### src/rtl/fp2i_pkg.sv
package fp2i_pkg;

   localparam int FP_W   = 64;
   localparam int EXP_W  = 11;
   localparam int FRAC_W = 52;
   localparam int BIAS   = 1023;
   localparam int INT_W  = 64;
   localparam int HALF_W = INT_W / 2;
   localparam int MANT_W = FRAC_W + 1;
   localparam int MAX_SHIFT = FRAC_W + 1;
   localparam int CNT_W  = $clog2(MAX_SHIFT + 1);
   localparam int EW     = EXP_W + 2;

   typedef enum logic [1:0] {
      FMT_S32 = 2'b00,
      FMT_U32 = 2'b01,
      FMT_S64 = 2'b10,
      FMT_U64 = 2'b11
   } fmt_e;

   typedef enum logic [1:0] {
      RM_NEAR = 2'b00,
      RM_ZERO = 2'b01,
      RM_UP   = 2'b10,
      RM_DOWN = 2'b11
   } rmode_e;

   typedef enum logic {
      ST_IDLE = 1'b0,
      ST_RUN  = 1'b1
   } state_e;

   typedef struct packed {
      logic              sign;
      logic              nan;
      logic              ovf;
      logic              left;
      logic [CNT_W-1:0]  cnt;
      logic [INT_W-1:0]  acc;
      logic              grd;
      logic              stk;
   } unpk_t;

endpackage

### src/rtl/fp2i_unpack.sv
module fp2i_unpack
   import fp2i_pkg::*;
(
   input  logic [FP_W-1:0] op,
   output unpk_t           u
);

   localparam logic signed [EW-1:0] E_TOP  = EW'(INT_W);
   localparam logic signed [EW-1:0] E_FRAC = EW'(FRAC_W);
   localparam logic signed [EW-1:0] E_HALF = EW'(-1);
   localparam logic signed [EW-1:0] E_BIAS = EW'(BIAS);

   logic [EXP_W-1:0]       bexp;
   logic [FRAC_W-1:0]      frac;
   logic signed [EW-1:0]   e_unb;

   assign bexp  = op[FP_W-2 -: EXP_W];
   assign frac  = op[FRAC_W-1:0];
   assign e_unb = $signed({2'b00, bexp}) - E_BIAS;

   always_comb begin
      u      = '0;
      u.sign = op[FP_W-1];
      if (&bexp) begin
         u.nan = |frac;
         u.ovf = ~|frac;
      end else if (bexp == '0) begin
         u.stk = |frac;
      end else if (e_unb >= E_TOP) begin
         u.ovf = 1'b1;
      end else if (e_unb < E_HALF) begin
         u.stk = 1'b1;
      end else if (e_unb <= E_FRAC) begin
         u.acc  = {{(INT_W-MANT_W){1'b0}}, 1'b1, frac};
         u.cnt  = CNT_W'(E_FRAC - e_unb);
         u.left = 1'b0;
      end else begin
         u.acc  = {{(INT_W-MANT_W){1'b0}}, 1'b1, frac};
         u.cnt  = CNT_W'(e_unb - E_FRAC);
         u.left = 1'b1;
      end
   end

endmodule

### src/rtl/fp2i_shift.sv
module fp2i_shift
   import fp2i_pkg::*;
#(
   parameter int STEP = 4
) (
   input  logic              clk,
   input  logic              rst_n,
   input  logic              load,
   input  logic [INT_W-1:0]  ld_acc,
   input  logic [CNT_W-1:0]  ld_cnt,
   input  logic              ld_left,
   input  logic              ld_grd,
   input  logic              ld_stk,
   output logic [INT_W-1:0]  acc,
   output logic              grd,
   output logic              stk,
   output logic              idle
);

   logic [INT_W-1:0] acc_q, acc_n;
   logic [CNT_W-1:0] cnt_q, cnt_n;
   logic             left_q;
   logic             g_q, g_n;
   logic             s_q, s_n;

   generate
      if (STEP == 1) begin : g_single
         always_comb begin
            acc_n = acc_q;
            cnt_n = cnt_q;
            g_n   = g_q;
            s_n   = s_q;
            if (cnt_q != '0) begin
               if (left_q) begin
                  acc_n = acc_q << 1;
               end else begin
                  s_n   = s_q | g_q;
                  g_n   = acc_q[0];
                  acc_n = acc_q >> 1;
               end
               cnt_n = cnt_q - CNT_W'(1);
            end
         end
      end else begin : g_multi
         always_comb begin
            acc_n = acc_q;
            cnt_n = cnt_q;
            g_n   = g_q;
            s_n   = s_q;
            for (int i = 0; i < STEP; i++) begin
               if (cnt_n != '0) begin
                  if (left_q) begin
                     acc_n = acc_n << 1;
                  end else begin
                     s_n   = s_n | g_n;
                     g_n   = acc_n[0];
                     acc_n = acc_n >> 1;
                  end
                  cnt_n = cnt_n - CNT_W'(1);
               end
            end
         end
      end
   endgenerate

   always_ff @(posedge clk or negedge rst_n) begin
      if (!rst_n) begin
         acc_q  <= '0;
         cnt_q  <= '0;
         left_q <= 1'b0;
         g_q    <= 1'b0;
         s_q    <= 1'b0;
      end else if (load) begin
         acc_q  <= ld_acc;
         cnt_q  <= ld_cnt;
         left_q <= ld_left;
         g_q    <= ld_grd;
         s_q    <= ld_stk;
      end else begin
         acc_q  <= acc_n;
         cnt_q  <= cnt_n;
         g_q    <= g_n;
         s_q    <= s_n;
      end
   end

   assign acc  = acc_q;
   assign grd  = g_q;
   assign stk  = s_q;
   assign idle = (cnt_q == '0);

endmodule

### src/rtl/fp2i_round.sv
module fp2i_round
   import fp2i_pkg::*;
(
   input  logic             sign,
   input  logic [INT_W-1:0] mag,
   input  logic             grd,
   input  logic             stk,
   input  logic             nan,
   input  logic             ovf,
   input  logic [1:0]       fmt,
   input  logic             trunc,
   input  logic [1:0]       rmode,
   output logic [INT_W-1:0] res,
   output logic             inexact,
   output logic             invalid
);

   logic             inc;
   logic             lost;
   logic             is_signed;
   logic [INT_W:0]   rnd;
   logic [INT_W:0]   lim_pos;
   logic [INT_W:0]   lim_neg;
   logic [INT_W-1:0] sat_max;
   logic [INT_W-1:0] sat_min;
   logic             out_rng;

   assign lost      = grd | stk;
   assign is_signed = ~fmt[0];

   always_comb begin
      inc = 1'b0;
      if (!trunc) begin
         case (rmode)
            RM_NEAR: inc = grd & (stk | mag[0]);
            RM_UP:   inc = ~sign & lost;
            RM_DOWN: inc = sign & lost;
            default: inc = 1'b0;
         endcase
      end
   end

   always_comb begin
      case (fmt)
         FMT_S32: sat_max = {INT_W{1'b1}} >> (HALF_W + 1);
         FMT_U32: sat_max = {INT_W{1'b1}} >> HALF_W;
         FMT_S64: sat_max = {INT_W{1'b1}} >> 1;
         default: sat_max = {INT_W{1'b1}};
      endcase
   end

   assign sat_min = is_signed ? ~sat_max : '0;
   assign rnd     = {1'b0, mag} + {{INT_W{1'b0}}, inc};
   assign lim_pos = {1'b0, sat_max};
   assign lim_neg = is_signed ? lim_pos + (INT_W+1)'(1) : '0;
   assign out_rng = ovf | (sign ? (rnd > lim_neg) : (rnd > lim_pos));

   always_comb begin
      invalid = nan | out_rng;
      inexact = ~(nan | out_rng) & lost;
      if (nan)
         res = sat_min;
      else if (out_rng)
         res = sign ? sat_min : sat_max;
      else if (sign)
         res = INT_W'(0) - rnd[INT_W-1:0];
      else
         res = rnd[INT_W-1:0];
   end

endmodule

### src/rtl/fp2i_convert.sv
module fp2i_convert
   import fp2i_pkg::*;
#(
   parameter int STEP = 4
) (
   input  logic        clk,
   input  logic        rst_n,
   input  logic        start,
   input  logic [63:0] op,
   input  logic [1:0]  fmt,
   input  logic        trunc,
   input  logic [1:0]  rmode,
   output logic        busy,
   output logic        done,
   output logic [63:0] result,
   output logic        inexact,
   output logic        invalid
);

   generate
      if (STEP < 1 || STEP > 16) begin : g_bad_step
         $error("fp2i_convert: STEP must lie in 1..16");
      end
      if (INT_W != 64 || FP_W != 64) begin : g_bad_width
         $error("fp2i_convert: port widths assume 64-bit operand and result");
      end
   endgenerate

   state_e           state_q;
   logic             accept;
   logic [1:0]       fmt_q;
   logic             trunc_q;
   logic [1:0]       rm_q;
   logic             sign_q;
   logic             nan_q;
   logic             ovf_q;
   unpk_t            u;
   logic [INT_W-1:0] sh_acc;
   logic             sh_grd;
   logic             sh_stk;
   logic             sh_idle;
   logic [INT_W-1:0] rr_res;
   logic             rr_x;
   logic             rr_v;

   assign accept = (state_q == ST_IDLE) && start;
   assign busy   = (state_q == ST_RUN);

   fp2i_unpack u_unpack (
      .op (op),
      .u  (u)
   );

   fp2i_shift #(.STEP(STEP)) u_shift (
      .clk     (clk),
      .rst_n   (rst_n),
      .load    (accept),
      .ld_acc  (u.acc),
      .ld_cnt  (u.cnt),
      .ld_left (u.left),
      .ld_grd  (u.grd),
      .ld_stk  (u.stk),
      .acc     (sh_acc),
      .grd     (sh_grd),
      .stk     (sh_stk),
      .idle    (sh_idle)
   );

   fp2i_round u_round (
      .sign    (sign_q),
      .mag     (sh_acc),
      .grd     (sh_grd),
      .stk     (sh_stk),
      .nan     (nan_q),
      .ovf     (ovf_q),
      .fmt     (fmt_q),
      .trunc   (trunc_q),
      .rmode   (rm_q),
      .res     (rr_res),
      .inexact (rr_x),
      .invalid (rr_v)
   );

   always_ff @(posedge clk or negedge rst_n) begin
      if (!rst_n) begin
         state_q <= ST_IDLE;
         fmt_q   <= '0;
         trunc_q <= 1'b0;
         rm_q    <= '0;
         sign_q  <= 1'b0;
         nan_q   <= 1'b0;
         ovf_q   <= 1'b0;
         done    <= 1'b0;
         result  <= '0;
         inexact <= 1'b0;
         invalid <= 1'b0;
      end else begin
         done <= 1'b0;
         if (accept) begin
            state_q <= ST_RUN;
            fmt_q   <= fmt;
            trunc_q <= trunc;
            rm_q    <= rmode;
            sign_q  <= u.sign;
            nan_q   <= u.nan;
            ovf_q   <= u.ovf;
         end else if (busy && sh_idle) begin
            state_q <= ST_IDLE;
            done    <= 1'b1;
            result  <= rr_res;
            inexact <= rr_x;
            invalid <= rr_v;
         end
      end
   end

endmodule

### config.mk
export PLATFORM = sky130hd
export DESIGN_NAME = fp2i_convert
export DESIGN_NICKNAME = d
export VERILOG_FILES = /design/src/rtl/fp2i_pkg.sv /design/src/rtl/fp2i_unpack.sv /design/src/rtl/fp2i_shift.sv /design/src/rtl/fp2i_round.sv /design/src/rtl/fp2i_convert.sv
export SDC_FILE = /design/constraint.sdc
export NUM_CORES = 1
export LEC_CHECK = 0
export BUFFER_PORTS_ARGS = -buffer_cell sky130_fd_sc_hd__buf_2
export CORE_ASPECT_RATIO = 0.6
export CORE_MARGIN = 2
export CORE_UTILIZATION = 31
export CTS_BUF_LIST = sky130_fd_sc_hd__clkbuf_2 sky130_fd_sc_hd__clkbuf_4 sky130_fd_sc_hd__clkbuf_8
export DETAILED_ROUTE_END_ITERATION = 12
export PLACE_DENSITY_LB_ADDON = 0.1
export SLEW_MARGIN = 20
export SYNTH_ARGS = -nofsm -noshare
export SYNTH_HDL_FRONTEND = slang
export SYNTH_SLANG_ARGS = --single-unit
export TNS_END_PERCENT = 20
### constraint.sdc
create_clock -name clk -period 13.17 [get_ports clk]
set_input_delay 1.9755 -clock clk [delete_from_list [all_inputs] [get_ports clk]]
set_output_delay 1.9755 -clock clk [all_outputs]
set_load 0.02 [all_outputs]
==> results of run 1 <==
[path summary, 6_finish.rpt]
path                                               to  slack (ns)
min in group asynchronous  u_shift.cnt_q[0]$_DFF_PN0_        1.32
max                            result[19]$_DFFE_PN0P_        4.12
max in group asynchronous  u_shift.left_q$_DFFE_PN0P_       10.62
min reg2reg                    result[27]$_DFFE_PN0P_        0.49
max reg2reg                    result[19]$_DFFE_PN0P_        4.12
min                            result[27]$_DFFE_PN0P_        0.49
[power by group]
part | switching [µW] | leakage [µW] | internal (µW) | total, µW
combinational | 2700 | 0.00509 | 1650 | 4350
clock | 205 | 0.000247 | 252 | 457
sequential | 387 | 0.00182 | 696 | 1080
[state kept, by name, indices dropped and copies added (netlist names), 2 cells and up]
register and flops:
fmt_q 2, result 64, rm_q 2, u_shift.acc 64, u_shift.cnt_q 6
[cells by family (layout without fill, tap and decap cells)]
group,Yosys count,after routing,synth area share [%]
AOI/OAI and AO/OA,648,648,21.5
xor gates and xnor gates,113,113,5.78
adders and majority gates,66,66,4.69
other,1,17,0.0214
and+or+nand+nor,956,956,26.3
DFF,149,149,21.3
buffers and inverters,248,240,5.66
muxes,257,257,14.8
[cells in the final DEF, fill, tap and decap left out, types with 12 or more instances in the layout]
cell type  netlist  routed
nand4_1         51      51
o21ai_0        201     201
or3_1           13      13
and2_1          16      16
xnor2_1         71      71
nor3_1          53      52
clkbuf_8         0      21
nor2_1         250     249
dfrtp_1        149     147
buf_4            2      22
o211ai_1        19      19
and3_1          25      25
o21ai_1         44      44
o31ai_1         21      21
xor2_1          40      40
a31oi_1         12      12
ha_1            64      64
buf_2           34     138
inv_1           45      45
conb_1           1      17
mux2i_1        249     249
nand2_1        321     320
a21oi_1        230     230
nor4_1          48      48
nand2b_1        16      16
nand3_1         78      78
and4_1          18      18
o22ai_1         32      32
[worst max-delay path, delay by kind of cell (launching register included)]
kind            cells  cell delay (ns)
flops               1             0.63
compound gates      6             2.10
xor+xnor            2             0.54
simple gates       11             4.51
fa+ha+maj           3             1.12
[final cells by class]
cell class / instances / area [µm²] / area share (%)
clock buffers: 24 / 312 / 1.63
repair buffers: 162 / 887 / 4.65
multi-input cells: 2057 / 12900 / 67.4
well taps: 759 / 950 / 4.98
clock inverters: 8 / 169 / 0.885
inverters: 46 / 173 / 0.905
flip-flops and latches: 149 / 3730 / 19.6
[per-stage QoR]
stage	area [µm²]	worst slack (ns)	hold WS (ns)	power [µW]	utilization [%]
2_1_floorplan	17500	6.78	0.446	4320	-
3_3_place_gp	18600	4.74	0.463	5400	33.4
3_5_place_dp	18600	4.43	0.468	5430	33.4
4_1_cts	19100	4.39	0.496	5910	34.2
5_1_grt	19100	3.30	0.513	6520	34.2
6_report	19100	4.12	0.486	5890	34.2
[metal layers]
layer / routed length, µm / share of wire, %
met2: 25900 / 41
met3: 2760 / 4.4
met1: 33600 / 54
met4: 290 / 0.46
met5: 0 / 0
==> out/summary.txt, run 1 <==
status - completed
required time of the critical path - 13.59 ns
Commonest cells post-synth - 321 x nand2_1, 250 x nor2_1, 249 x mux2i_1
CP startpoint kind - register
Hold Path Class - reg -> reg
Pins Over Slew Limit - 0
CTS buffer count - 17
Die H - 188 µm
Rel. slew slack - 23.9%
Clock Skew - 0.0279 ns
clk sink count - 149
layout cells sized above 1 - 9.69%
GRT met2 Usage - 30.8%
Pre-Repair DR Iteration Count - 6
H-tree levels - 4
most area-consuming cells after synthesis - dfrtp_1 21%, mux2i_1 14%, nand2_1 6.9%
pin count of the biggest net entering global routing - 165
fill cell count - 6001
P_leak - 0.00716 µW
io pins - 140
maxcap violations - 0
min Tclk post-route - 9.05 ns
GR Overflow Total - 0
grt peak-use layer - met1
Worst path max stage delay - 0.81 ns
maximum fanout along the worst path - 53
GRT met3 Usage - 3.05%
starting density of the core - 31.4%
hold_buf cts - 0
Rows - 67
placed cells - 3173
Finished Layout Cells - 3205
met1 Usage GRT - 33.0%
post-synth top area share - 21.3%
Post-synth EDFFs - 0
ys async rst share - 100%
Die ar. - 58400 µm²
Syn Area/Cell - 7.17 µm²
crit path from - sign_q$_DFFE_PN0P_
Seq/Total Area, Yosys - 21.3%
gr usage total - 21.1%
Clock Latency Late Sink - 0.54 ns
Hold Startpoint - result[27]$_DFFE_PN0P_
final setup vio count - 0
Vias/cell - 5.56
Root Driver - clkbuf_8
routed wire length - 62600 µm
core footprint - 55700 µm²
Synth Flop Type - dfrtp_1
WS Path Type - reg -> reg
vias in the first global route - 16300
cells on worst reg2reg path - 22
initial antenna violation count - 0
PortBufs - 139
Critical Path Sink Type - register
CP cell instances - nand2_1 -> xnor2_1 -> nor4_1 -> ha_1 -> ha_1 -> nand4_1 -> nor4_1 -> nand3_1 -> nor4_1 -> xor2_1 -> ha_1 -> nand4_1 -> or3_1 -> nor2_1 -> o31ai_1 -> nor3_1 -> a32oi_1 -> a21oi_1 -> a41o_1 -> o32a_2 -> nand2_1 -> o221ai_1
Nets - 2569
Final GP Congestion - 0.901
first-pass GRT wire length - 98000 µm
post-cts sizing count - 0
Initial DRC Count - 1462
Setup Fix Bufs, Post-CTS - 0
area growth from synthesis to layout - 9.14%
FF+latch count, synth - 149
DP HPWL - 48200 µm
Synth cell types - 94
Worst path slowest cell - o32a_2
Yosys top cell by area - dfrtp_1
via count - 17800
CTS tree - done
Reg-to-Reg Start - sign_q$_DFFE_PN0P_
YS warnings - 0
worst-margin pin slew - 1.14 ns
Clk pin slew, worst setup/hold paths - 0.09 ns
WP data arrival - 9.46 ns
final worst-path cycle share - 68.7%
Post-Syn Instances - 2438
most numerous cell in the Yosys netlist - nand2_1
n_diodes - 0
Syn Std Cell Area - 17500 µm²
final setup TNS - 0 ns
# DRC - 0
post-route antenna net violation count - 0
Power Density - 309 nW/µm²
fmax - 111 MHz
RSZ-0062 raised after global routing - no
Final Hold Viols - 0
clock tree buffer depth - 2
hold depth - 2
die width - 311 µm
Peak VDD IR - 0.181 mV
detailed-route wire length per cell - 19.5 µm
(Power assumes the default switching activity.)
==> run 2: changes to the inputs <==
==> constraint.sdc (replaced) <==
create_clock -name clk -period 7.7 [get_ports clk]
set_input_delay 1.155 -clock clk [delete_from_list [all_inputs] [get_ports clk]]
set_output_delay 1.155 -clock clk [all_outputs]
set_load 0.02 [all_outputs]
==> out/summary.txt, run 2 (synthesis gave the netlist of run 1 again) <==
status - completed (unchanged)
# DRC - 0 (unchanged)
Finished Layout Cells - 3214 (was 3205)
maxcap violations - 0 (unchanged)
commonest non-fill, non-tap cell in the layout - nand2_1 (unchanged)
DP HPWL - 49100 µm (was 48200 µm)
worst-margin pin slew - 1.02 ns (was 1.14 ns)
Rows - 67 (unchanged)
Final GP Congestion - 0.893 (was 0.901)
Peak VDD IR - 0.348 mV (was 0.181 mV)
Die ar. - 58400 µm² (unchanged)
Power Density - 524 nW/µm² (was 309 nW/µm²)
CTS buffer count - 17 (unchanged)
GR Overflow Total - 0 (unchanged)
Reg-to-Reg Start - u_shift.acc[0]$_DFF_PN0_ (was sign_q$_DFFE_PN0P_)
routed wire length - 63900 µm (was 62600 µm)
Vias/cell - 5.55 (was 5.56)
cells on worst reg2reg path - 23 (was 22)
final setup vio count - 0 (unchanged)
required time of the critical path - 8.10 ns (was 13.59 ns)
setup slack, reg-to-reg - 0.66 ns (was 4.12 ns)
PortBufs - 139 (unchanged)
clock tree buffer depth - 2 (unchanged)
hold_buf cts - 0 (unchanged)
Clk pin slew, worst setup/hold paths - 0.09 ns (about the same)
Hold Startpoint - result[0]$_DFFE_PN0P_ (was result[27]$_DFFE_PN0P_)
Nets - 2579 (was 2569)
clk sink count - 149 (unchanged)
core footprint - 55700 µm² (unchanged)
Clock Skew - 0.0199 ns (was 0.0279 ns)
Critical Path Sink Type - register (unchanged)
WS Path Type - reg -> reg (unchanged)
CP endpoint - result[9]$_DFFE_PN0P_ (was result[19]$_DFFE_PN0P_)
Rel. slew slack - 32.2% (was 23.9%)
most frequent cells in the layout - 320 x nand2_1, 249 x nor2_1, 249 x mux2i_1 (unchanged)
initial antenna violation count - 1 (was 0)
starting density of the core - 31.4% (unchanged)
Root Driver - clkbuf_8 (unchanged)
n_diodes - 0 (unchanged)
Clock Latency Late Sink - 0.52 ns (was 0.54 ns)
Initial DRC Count - 1490 (was 1462)
final worst-path cycle share - 91.4% (was 68.7%)
area growth from synthesis to layout - 9.32% (was 9.14%)
WP data arrival - 7.44 ns (was 9.46 ns)
P_leak - 0.00717 µW (was 0.00716 µW)
maximum fanout along the worst path - 27 (was 53)
Die H - 188 µm (unchanged)
Post-Route Utilization - 34.3% (was 34.2%)
post-route cell area - 19100 µm² (about the same)
layout cells sized above 1 - 10.1% (was 9.69%)
CTS tree - done (unchanged)
min Tclk post-route - 7.04 ns (was 9.05 ns)
via count - 17900 (was 17800)
Pins Over Slew Limit - 0 (unchanged)
Pre-Repair DR Iteration Count - 5 (was 6)
die width - 311 µm (unchanged)
fmax - 142 MHz (was 111 MHz)
post-route antenna net violation count - 0 (unchanged)
Placed Area - 18700 µm² (was 18600 µm²)
placed cells - 3183 (was 3173)
crit path from - u_shift.acc[0]$_DFF_PN0_ (was sign_q$_DFFE_PN0P_)
reg2reg end - result[9]$_DFFE_PN0P_ (was result[19]$_DFFE_PN0P_)
gr usage total - 21.6% (was 21.1%)
pin count of the biggest net entering global routing - 121 (was 165)
io pins - 140 (unchanged)
Final Hold Viols - 0 (unchanged)
CP startpoint kind - register (unchanged)
final setup TNS - 0 ns (unchanged)
vias in the first global route - 16800 (was 16300)
detailed-route wire length per cell - 19.9 µm (was 19.5 µm)
H-tree levels - 4 (unchanged)
Hold Path Class - reg -> reg (unchanged)
first-pass GRT wire length - 100000 µm (was 98000 µm)
RSZ-0062 raised after global routing - no (unchanged)
==> run 2: cell count changes in the layout (fill, tap and decap cells not counted), moves of 2 or more <==
cell | previous run | this run
clkinvlp_4 | 0 | 2
clkinv_2 | 2 | 4
buf_4 | 22 | 30
bufinv_16 | 5 | 2
buf_12 | 1 | 3
clkbuf_8 | 21 | 19
==> run 2: per-stage QoR <==
stage                     setup slack, ns  hold slack (ns)  power (µW)
after floorplan                      1.31            0.446        7390
after global placement              0.793            0.460        9260
after detailed placement            0.550            0.460        9320
after CTS                           0.529            0.487       10000
after global routing                0.155            0.516       11100
final                               0.661            0.478       10000
==> run 2: cell type report <==
class                           instances  area [µm²]
Clock buffer                           22         284
Clock inverter                          9         104
Tap cell                              759         950
Fill cell                            6063       36600
Multi-Input combinational cell       2057       12900
Sequential cell                       149        3730
Inverter                               46         173
Timing Repair Buffer                  172         987
==> run 2: repair_timing <==
item | CTS | global route
resized for setup | 0 | 3
endpoints found under the setup margin | 0 | 51
buffers inserted | 0 | 0
==> run 2: worst min path at each step <==
stage               slack, ns  cells after the start                    end
floorplan                0.45                      2    trunc_q$_DFFE_PN0P_
global placement         0.46                      2  result[0]$_DFFE_PN0P_
detailed placement       0.46                      2  result[0]$_DFFE_PN0P_
CTS                      0.49                      2  result[0]$_DFFE_PN0P_
global route             0.52                      2  result[0]$_DFFE_PN0P_
finish                   0.48                      2  result[0]$_DFFE_PN0P_
==> run 2: layer usage <==
metal	track usage, %	share of wire, %
met2	31.5	41
met3	3.74	5.3
met1	33.5	53
met5	0	0
met4	2.97	0.76
==> run 2: power by group <==
part / internal [µW] / switching, µW / total [µW]
sequential: 1190 / 668 / 1860
combinational: 2860 / 4640 / 7500
clock: 312 / 347 / 659
total: 4360 / 5660 / 10000
==> run 2: worst max-delay path: stages (launching register included) <==
cell and delay (ns):
dfrtp_1 0.47, o21a_1 0.14, nor2_1 0.04, nor4_1 0.39, ha_1 0.53, and4_1 0.40, nand4_4 0.32, or3_1 0.70
nor3_1 0.32, xor2_1 0.45, ha_1 0.34, a21o_1 0.18, a21o_1 0.17, a211oi_1 0.29, o31ai_1 0.12, nor3b_1 0.22
o41a_1 0.18, o311ai_1 0.17, a211oi_2 0.39, o32a_4 0.45, buf_4 0.27, a21oi_1 0.08, a21oi_1 0.17, o21ai_1 0.08
==> run 3: changes to the inputs <==
==> constraint.sdc (replaced) <==
create_clock -name clk -period 8.6 [get_ports clk]
set_input_delay 1.29 -clock clk [delete_from_list [all_inputs] [get_ports clk]]
set_output_delay 1.29 -clock clk [all_outputs]
set_load 0.02 [all_outputs]
==> out/summary.txt, run 3 (synthesis gave the netlist of run 1 again) <==
status - completed (unchanged)
Root Driver - clkbuf_8 (unchanged)
maximum fanout along the worst path - 11 (was 27)
Pins Over Slew Limit - 0 (unchanged)
Reg-to-Reg Start - u_shift.acc[0]$_DFF_PN0_ (unchanged)
routed wire length - 63400 µm (was 63900 µm)
P_leak - 0.00713 µW (was 0.00717 µW)
hold depth - 2 (unchanged)
worst-margin pin slew - 1.01 ns (was 1.02 ns)
Final Hold Viols - 0 (unchanged)
Nets - 2573 (was 2579)
Critical Path Sink Type - register (unchanged)
Clock Skew - 0.0229 ns (was 0.0199 ns)
starting density of the core - 31.4% (unchanged)
die width - 311 µm (unchanged)
fmax - 131 MHz (was 142 MHz)
Placed Area - 18600 µm² (was 18700 µm²)
Peak VDD IR - 0.288 mV (was 0.348 mV)
CTS buffer count - 17 (unchanged)
Worst path max stage delay - 0.68 ns (was 0.70 ns)
clk sink count - 149 (unchanged)
Buffers & Inverters on Critical Path - 0 (was 1)
Rows - 67 (unchanged)
final worst-path cycle share - 88.5% (was 91.4%)
final setup vio count - 0 (unchanged)
Rel. slew slack - 32.4% (was 32.2%)
most frequent cells in the layout - 320 x nand2_1, 249 x nor2_1, 249 x mux2i_1 (unchanged)
Pre-Repair DR Iteration Count - 6 (was 5)
Setup Fix Bufs, Post-CTS - 0 (unchanged)
Hold Startpoint - result[0]$_DFFE_PN0P_ (unchanged)
post-cts sizing count - 0 (unchanged)
Hold EP - result[0]$_DFFE_PN0P_ (unchanged)
# DRC - 0 (unchanged)
Vias/cell - 5.57 (was 5.55)
stages on the worst setup path - 23 (unchanged)
Initial DRC Count - 1492 (was 1490)
DRT met1 WL - 33700 µm (was 33600 µm)
io pins - 140 (unchanged)
setup slack, reg-to-reg - 0.99 ns (was 0.66 ns)
H-tree levels - 4 (unchanged)
WP data arrival - 8.00 ns (was 7.44 ns)
Hold Slack - 0.478 ns (about the same)
CP cell instances - o21a_1 -> nor2_1 -> nor4_1 -> ha_1 -> ha_1 -> nand4_1 -> nor4_1 -> nand3_1 -> nor4_1 -> xor2_1 -> ha_1 -> nand4_1 -> or3_1 -> nor2_1 -> o31ai_1 -> nor3_1 -> a32oi_1 -> a21oi_1 -> a41o_1 -> o32ai_4 -> nor2_1 -> o21ai_1 -> a32o_1 (was o21a_1 -> nor2_1 -> nor4_1 -> ha_1 -> and4_1 -> nand4_4 -> or3_1 -> nor3_1 -> xor2_1 -> ha_1 -> a21o_1 -> a21o_1 -> a211oi_1 -> o31ai_1 -> nor3b_1 -> o41a_1 -> o311ai_1 -> a211oi_2 -> o32a_4 -> buf_4 -> a21oi_1 -> a21oi_1 -> o21ai_1)
post-route cell area - 19000 µm² (was 19100 µm²)
clock tree buffer depth - 2 (unchanged)
PortBufs - 139 (unchanged)
hold_buf cts - 0 (unchanged)
post-route antenna net violation count - 0 (unchanged)
CTS tree - done (unchanged)
WS Path Type - reg -> reg (unchanged)
n_diodes - 0 (unchanged)
min Tclk post-route - 7.61 ns (was 7.04 ns)
Power Density - 469 nW/µm² (was 524 nW/µm²)
DP HPWL - 48600 µm (was 49100 µm)
layout cells sized above 1 - 9.84% (was 10.1%)
commonest non-fill, non-tap cell in the layout - nand2_1 (unchanged)
required time of the critical path - 8.99 ns (was 8.10 ns)
CP startpoint kind - register (unchanged)
first-pass GRT wire length - 99900 µm (was 100000 µm)
Clock Latency Late Sink - 0.51 ns (was 0.52 ns)
CP delay by family, top - simple AND/OR/NAND/NOR gates (was compound AO/OA/AOI/OAI gates)
Worst path slowest cell - nor2_1 (was or3_1)
detailed-route wire length per cell - 19.8 µm (was 19.9 µm)
core footprint - 55700 µm² (unchanged)
initial antenna violation count - 0 (was 1)
pin count of the biggest net entering global routing - 143 (was 121)
met2 wire length - 26400 µm (was 26500 µm)
Hold Path Class - reg -> reg (unchanged)
vias in the first global route - 16600 (was 16800)
RSZ-0062 raised after global routing - no (unchanged)
area growth from synthesis to layout - 8.87% (was 9.32%)
GR Overflow Total - 0 (unchanged)
via count - 17900 (about the same)
Final GP Congestion - 0.919 (was 0.893)
Die H - 188 µm (unchanged)
reg2reg end - result[63]$_DFFE_PN0P_ (was result[9]$_DFFE_PN0P_)
Clk pin slew, worst setup/hold paths - 0.09 ns (about the same)
gr usage total - 21.5% (was 21.6%)
Routed met3 length - 2910 µm (was 3380 µm)
maxcap violations - 0 (unchanged)
Die ar. - 58400 µm² (unchanged)
cells on worst reg2reg path - 23 (unchanged)
final setup TNS - 0 ns (unchanged)
DR top layer - met4 (unchanged)
[run 3: cell type report]
type                       instances  area [µm²]
clock buffer                      24         305
clock inverter                     8        98.8
fill                            6105       36700
inverter                          46         173
multi-input combinational       2057       12900
sequential                       149        3730
tap                              759         950
timing repair buffer             166         917
[run 3: where the power goes]
part	internal, µW	switching (µW)	total [µW]
logic	2530	4130	6660
clock network	293	316	609
registers	1060	607	1670
[run 3: per-layer routing]
layer / track usage, % / vias to the layer above
met5: 0 / -
met4: 3.08 / 0
met3: 2.63 / 25
met2: 31.6 / 458
met1: 33.7 / 8599
li1: - / 8790
[run 3: how the worst max path moves through the flow]
| stage | startpoint | endpoint | slack (ns) |
|---|---|---|---|
| after global routing | u_shift.acc[0]$_DFF_PN0_ | result[63]$_DFFE_PN0P_ | 0.40 |
| final | u_shift.acc[0]$_DFF_PN0_ | result[63]$_DFFE_PN0P_ | 0.99 |
| after CTS | u_shift.acc[0]$_DFF_PN0_ | result[63]$_DFFE_PN0P_ | 1.17 |
| after global placement | u_shift.acc[0]$_DFF_PN0_ | result[63]$_DFFE_PN0P_ | 1.46 |
| after detailed placement | u_shift.acc[0]$_DFF_PN0_ | result[63]$_DFFE_PN0P_ | 1.22 |
| after floorplan | u_shift.cnt_q[0]$_DFF_PN0_ | u_shift.acc[45]$_DFF_PN0_ | 2.21 |
[run 3: per-stage QoR]
stage | setup WS (ns) | util [%] | instances | total power (µW)
floorplan | 2.21 | - | 2454 | 6620
global placement | 1.46 | 33.4 | 3177 | 8250
detailed placement | 1.22 | 33.4 | 3177 | 8310
CTS | 1.17 | 34.2 | 3209 | 8950
global route | 0.402 | 34.2 | 3209 | 9920
finish | 0.987 | 34.2 | 3209 | 8940
[run 3: worst min-delay path, stage by stage (launching register included)]
cell and delay, ns:
dfrtp_1 0.35, nand2_1 0.05, nand2_1 0.05
